### src/rtl/flag_alu_pkg.sv
package flag_alu_pkg;
   typedef enum logic [2:0] {
      OPC_ADD = 3'd0,
      OPC_SUB = 3'd1,
      OPC_AND = 3'd2,
      OPC_OR  = 3'd3,
      OPC_XOR = 3'd4
   } alu_opc_e;

   localparam int FLAG_CNT = 4;

   typedef struct packed {
      logic n;
      logic z;
      logic c;
      logic v;
   } nzcv_t;

   function automatic logic opc_is_arith(input logic [2:0] opc);
      return (opc == OPC_ADD) || (opc == OPC_SUB);
   endfunction
endpackage

### src/rtl/alu_addsub.sv
module alu_addsub #(
   parameter int WIDTH = 32
) (
   input  logic [WIDTH-1:0] a,
   input  logic [WIDTH-1:0] b,
   input  logic             do_sub,
   output logic [WIDTH-1:0] sum,
   output logic             carry,
   output logic             ovf
);
   localparam int EXT_W = WIDTH + 1;

   logic [WIDTH-1:0] b_eff;
   logic [EXT_W-1:0] ext;

   always_comb begin
      b_eff = do_sub ? ~b : b;
      ext   = {1'b0, a} + {1'b0, b_eff} + EXT_W'(do_sub);
      sum   = ext[WIDTH-1:0];
      carry = ext[WIDTH];
      ovf   = (a[WIDTH-1] == b_eff[WIDTH-1]) && (sum[WIDTH-1] != a[WIDTH-1]);
   end
endmodule

### src/rtl/alu_logic.sv
module alu_logic #(
   parameter int WIDTH = 32
) (
   input  logic [WIDTH-1:0] a,
   input  logic [WIDTH-1:0] b,
   input  logic [2:0]       opc,
   output logic [WIDTH-1:0] res
);
   import flag_alu_pkg::*;

   always_comb begin
      unique case (opc)
         OPC_AND: res = a & b;
         OPC_OR:  res = a | b;
         OPC_XOR: res = a ^ b;
         default: res = '0;
      endcase
   end
endmodule

### src/rtl/alu_flag_reg.sv
module alu_flag_reg (
   input  logic                clk,
   input  logic                rst,
   input  logic                wr_nz,
   input  logic                wr_cv,
   input  flag_alu_pkg::nzcv_t nxt,
   output flag_alu_pkg::nzcv_t cur
);
   always_ff @(posedge clk) begin
      if (rst) begin
         cur <= '0;
      end else begin
         if (wr_nz) begin
            cur.n <= nxt.n;
            cur.z <= nxt.z;
         end
         if (wr_cv) begin
            cur.c <= nxt.c;
            cur.v <= nxt.v;
         end
      end
   end

   AST_RESET_CLEARS: assert property (@(posedge clk) rst |=> (cur == '0));
   AST_CV_HOLD: assert property (@(posedge clk) disable iff (rst)
      !wr_cv |=> $stable({cur.c, cur.v}));
endmodule

### src/rtl/flag_alu.sv
module flag_alu #(
   parameter int WIDTH       = 32,
   parameter bit HAS_COMPACT = 1'b1
) (
   input  logic             clk,
   input  logic             rst,
   input  logic [WIDTH-1:0] op_a,
   input  logic [WIDTH-1:0] op_b,
   input  logic [2:0]       opcode,
   input  logic             set_flags,
   input  logic             compact_mode,
   output logic [WIDTH-1:0] result,
   output logic             flag_n,
   output logic             flag_z,
   output logic             flag_c,
   output logic             flag_v
);
   import flag_alu_pkg::*;

   localparam int MSB = WIDTH - 1;

   if (WIDTH < 2) begin : g_bad_width
      $error("flag_alu: WIDTH must be at least 2");
   end

   logic [WIDTH-1:0] arith_res, logic_res;
   logic             arith_c, arith_v, is_arith, do_wr;
   nzcv_t            nxt_flags, cur_flags;

   alu_addsub #(.WIDTH(WIDTH)) u_addsub (
      .a(op_a), .b(op_b), .do_sub(opcode == OPC_SUB),
      .sum(arith_res), .carry(arith_c), .ovf(arith_v)
   );

   alu_logic #(.WIDTH(WIDTH)) u_logic (
      .a(op_a), .b(op_b), .opc(opcode), .res(logic_res)
   );

   if (HAS_COMPACT) begin : g_compact
      assign do_wr = set_flags | compact_mode;
   end else begin : g_plain
      assign do_wr = set_flags;
   end

   always_comb begin
      is_arith    = opc_is_arith(opcode);
      result      = is_arith ? arith_res : logic_res;
      nxt_flags.n = result[MSB];
      nxt_flags.z = (result == '0);
      nxt_flags.c = arith_c;
      nxt_flags.v = arith_v;
   end

   alu_flag_reg u_flags (
      .clk(clk), .rst(rst),
      .wr_nz(do_wr), .wr_cv(do_wr & is_arith),
      .nxt(nxt_flags), .cur(cur_flags)
   );

   assign flag_n = cur_flags.n;
   assign flag_z = cur_flags.z;
   assign flag_c = cur_flags.c;
   assign flag_v = cur_flags.v;

   AST_HOLD_NO_WRITE: assert property (@(posedge clk) disable iff (rst)
      (!set_flags && !compact_mode) |=> $stable({flag_n, flag_z, flag_c, flag_v}));
   AST_N_FROM_MSB: assert property (@(posedge clk) disable iff (rst)
      do_wr |=> (flag_n == $past(result[MSB])));
   AST_Z_FROM_RESULT: assert property (@(posedge clk) disable iff (rst)
      do_wr |=> (flag_z == ($past(result) == '0)));
   AST_LOGIC_KEEPS_CV: assert property (@(posedge clk) disable iff (rst)
      !opc_is_arith(opcode) |=> $stable({flag_c, flag_v}));
endmodule

### config.mk
export PLATFORM = sky130hd
export DESIGN_NAME = flag_alu
export DESIGN_NICKNAME = d
export VERILOG_FILES = /design/src/rtl/flag_alu_pkg.sv /design/src/rtl/alu_addsub.sv /design/src/rtl/alu_logic.sv /design/src/rtl/alu_flag_reg.sv /design/src/rtl/flag_alu.sv
export SDC_FILE = /design/constraint.sdc
export NUM_CORES = 1
export LEC_CHECK = 0
export BUFFER_PORTS_ARGS = -buffer_cell sky130_fd_sc_hd__buf_2
export CORE_MARGIN = 2
export CORE_UTILIZATION = 45
export CTS_CLUSTER_DIAMETER = 150
export DETAILED_ROUTE_END_ITERATION = 7
export GPL_TIMING_DRIVEN = 0
export HOLD_SLACK_MARGIN = 0.1
export PLACE_DENSITY = 0.74
export SLEW_MARGIN = 0
export SYNTH_ARGS = -nofsm -noshare
export SYNTH_HDL_FRONTEND = slang
export SYNTH_HIERARCHICAL = 1
export SYNTH_SLANG_ARGS = --single-unit
### constraint.sdc
create_clock -name clk -period 6.3 [get_ports clk]
set_clock_uncertainty 0.15 [all_clocks]
set_input_delay 0.945 -clock clk [delete_from_list [all_inputs] [get_ports clk]]
set_output_delay 0.945 -clock clk [all_outputs]
set_load 0.005 [all_outputs]
==> impl_metrics.env <==
export IMPL_status="finished clean"
export IMPL_layout_nets=868
export IMPL_start_util_pct=45.7
export IMPL_synthFlopType="dfxtp_1"
export IMPL_diodes=0
export IMPL_hpwl_um=10500
export IMPL_rsz0062_at_grt="no"
export IMPL_synth_edf_count=0
export IMPL_dieArea_um2=10700
export IMPL_fp_dieW_um=103
export IMPL_grt_pass1_wl_um=20400
export IMPL_mostFrequentLayoutCell="buf_2"
export IMPL_clock_path_buffers=2
export IMPL_worstMarginPinSlew_ns=0.476
export IMPL_drt_wl_total_um=12600
export IMPL_yosysSeqAreaShare_pct=1.81
export IMPL_ant_nets=0
export IMPL_layout_cells_non_filler=832
export IMPL_ys_warn_count=6
export IMPL_htreeDepth=1
export IMPL_clkLatencyLatePin_ns=0.21
export IMPL_period_needed_ns=6.00
export IMPL_path_clk_slew_ns=0.03
export IMPL_critPathMaxFanout=10
export IMPL_grt_overflow=0
export IMPL_vias=4669
export IMPL_wire_per_inst_um=15.2
export IMPL_dp_cells=829
export IMPL_grtUsageTotal_pct=23.7
export IMPL_p_leak_nw=2.90
export IMPL_slowest_delay_ns=0.37
export IMPL_period_share_pct=95.3
export IMPL_fmax_ghz=0.167
export IMPL_grt_pass1_vias=4496
export IMPL_rr_endpoint="u_flags/cur[1]"
export IMPL_vdd_ir_drop_worst_v=0.000117
export IMPL_fin_setup_tns_ns=0
export IMPL_cts_hold_buf=0
export IMPL_synth_distinct_cells=56
export IMPL_cts_sinks=4
export IMPL_endpoint="result[24]"
export IMPL_crit_path_start="opcode[2]"
export IMPL_layout_common_cells="buf_2 (115), ha_1 (95), inv_1 (79)"
export IMPL_critical_path_slowest_cell="a221oi_1"
export IMPL_syn_area_um2=4430
export IMPL_gp_congestion=0.995
export IMPL_drv_slew=0
export IMPL_die_h_um=103
export IMPL_syn2layout_area_growth_pct=16.9
export IMPL_setup_violations=0
export IMPL_relSlewSlack_pct=68.0
export IMPL_largest_reg_flops=4
export IMPL_drv_cap=0
export IMPL_cts_buffers=3
export IMPL_min_path_type="register to register"
export IMPL_cp_end_kind="primary output"
export IMPL_drt_pass1_iterations=5
export IMPL_r2r_cells=2
export IMPL_critical_path_class="input pin to primary output"
export IMPL_synth_cells=590
export IMPL_cts_root_buf="clkbuf_8"
export IMPL_rows=36
export IMPL_cp_arrival_ns=4.91
export IMPL_top_register="u_flags/cur"
export IMPL_core_area_um2=9680
export IMPL_reg2reg_setup_slack_ns=5.56
export IMPL_drive_gt1_share_pct=24.9
export IMPL_drc=0
export IMPL_drt_initial_drc_count=250
export IMPL_port_buffers=106
export IMPL_worstPathCellList="buf_2 > nor2_4 > buf_6 > and2_1 > clkbuf_2 > clkbuf_4 > xor2_1 > ha_1 > clkbuf_1 > nand4_1 > a211oi_2 > o31ai_2 > o211a_1 > nor3_2 > and2_1 > o21ai_1 > a221oi_1 > mux2_2 > buf_2"
export IMPL_io_pins=107
export IMPL_via_per_inst=5.61
export IMPL_power_density_nw_per_um2=116
export IMPL_cts_tree="built"
export IMPL_avgSynthCellArea_um2=7.51
export IMPL_synthArstFlopShare_pct=0
export IMPL_crit_path_start_kind="input pin"
export IMPL_synth_seq_cells=4
export IMPL_reg_top3="u_flags/cur: 4 flops"
export IMPL_grt_antenna_before_repair=0
export IMPL_post_cts_buffers=0
export IMPL_grt_max_degree=11
export IMPL_required_ns=5.20
export IMPL_syn_nets=757
export IMPL_hold_viol=0
export IMPL_r2r_start="u_flags/cur[1]"
-- kinds of logic (layout without fill, tap and decap cells) --
logic type	after synthesis	after routing	synth area share [%]
AO/OA/AOI/OAI	147	147	23.0
AND/OR/NAND/NOR	137	137	15.5
buffers and inverters	106	215	10.5
adder cells (fa/ha/maj)	96	96	27.3
XOR/XNOR	58	58	11.5
multiplexers	42	42	10.5
flip-flops	4	4	1.81
-- how the worst min path moves through the flow --
stage / from / end / slack [ns] / cells past startpoint
finish: u_flags/cur[0] / u_flags/cur[0] / 0.34 / 2
global placement: u_flags/cur[1] / u_flags/cur[1] / 0.33 / 2
CTS: u_flags/cur[0] / u_flags/cur[0] / 0.34 / 2
global route: u_flags/cur[2] / u_flags/cur[2] / 0.40 / 2
detailed placement: u_flags/cur[0] / u_flags/cur[0] / 0.33 / 2
floorplan: u_flags/cur[0] / u_flags/cur[0] / 0.33 / 2
-- area by class of cell --
| cell class | count | area [um2] |
|---|---|---|
| Timing Repair Buffer | 106 | 531 |
| Inverter | 79 | 297 |
| Tap cell | 133 | 166 |
| Clock buffer | 3 | 41.3 |
| Fill cell | 950 | 4510 |
| Multi-Input combinational cell | 480 | 3890 |
| Sequential cell | 4 | 80.1 |
| Buffer | 27 | 174 |
-- worst max-delay path: cells and delay by family --
kind                     cells  cell delay [ns]
buffers and inverters        6             1.12
adder cells (fa/ha/maj)      1             0.27
AO/OA/AOI/OAI                5             1.19
multiplexers                 1             0.23
AND/OR/NAND/NOR              5             1.03
XOR/XNOR                     1             0.10
-- stage by stage --
stage	hold WS [ns]	instance area [um2]	total power, mW	setup WS (ns)	util (%)
6_report	0.336	5180	0.602	0.299	53.5
4_1_cts	0.337	5170	0.598	0.132	53.4
5_1_grt	0.402	5180	0.662	0.0282	53.5
3_3_place_gp	0.326	5130	0.528	-0.153	52.9
2_1_floorplan	0.335	4430	0.387	0.819	-
3_5_place_dp	0.327	5130	0.540	-0.185	52.9
-- repair_timing --
item / in CTS / in global routing
gates resized for setup: 2 / 2
hold endpoints to repair: 0 / 0
gates cloned: 0 / 0
setup endpoints to repair: 5 / 7
-- cells in the mapped netlist, drive strengths merged (2+ instances only) --
| cell | number | area (um2) |
|---|---|---|
| o211ai | 3 | 27.5 |
| mux2 | 34 | 383 |
| o31a | 2 | 17.5 |
| xor2 | 39 | 342 |
| clkbuf | 7 | 27.5 |
| o21ai | 17 | 85.1 |
| nor3 | 5 | 30.0 |
| nand2 | 21 | 78.8 |
| o211a | 2 | 20.0 |
| inv | 79 | 297 |
| mux2i | 8 | 80.1 |
| a21oi | 56 | 280 |
| o31ai | 4 | 35.0 |
| nor4 | 16 | 106 |
| and3 | 4 | 25.0 |
| ha | 95 | 1190 |
| a21o | 9 | 67.6 |
| o21bai | 2 | 15.0 |
| xnor2 | 19 | 166 |
| nand2b | 6 | 37.5 |
| a22o | 32 | 280 |
| nor2 | 53 | 201 |
| nor2b | 6 | 37.5 |
| buf | 20 | 141 |
| o21a | 4 | 30.0 |
| a211oi | 6 | 65.1 |
| nand3 | 10 | 50.1 |
| dfxtp | 4 | 80.1 |
| and2 | 3 | 18.8 |
| a31oi | 2 | 12.5 |
| nand4 | 8 | 50.1 |
| a221oi | 2 | 17.5 |
-- metal layers --
metal	track usage, %	part of all wire, %	vias to the layer above
li1	-	-	2285
met1	31.1	43	2149
met2	42.2	47	207
met3	1.55	7.6	28
met4	6.07	2.3	0
met5	0	0	-
-- power breakdown --
part	total (mW)	switching [mW]	leakage [nW]	internal, mW
logic	0.522	0.293	2.85	0.229
registers	0.0275	0.000615	0.0325	0.0268
clock network	0.0521	0.0115	0.0216	0.0406
Power figures use the tool's default switching activity.
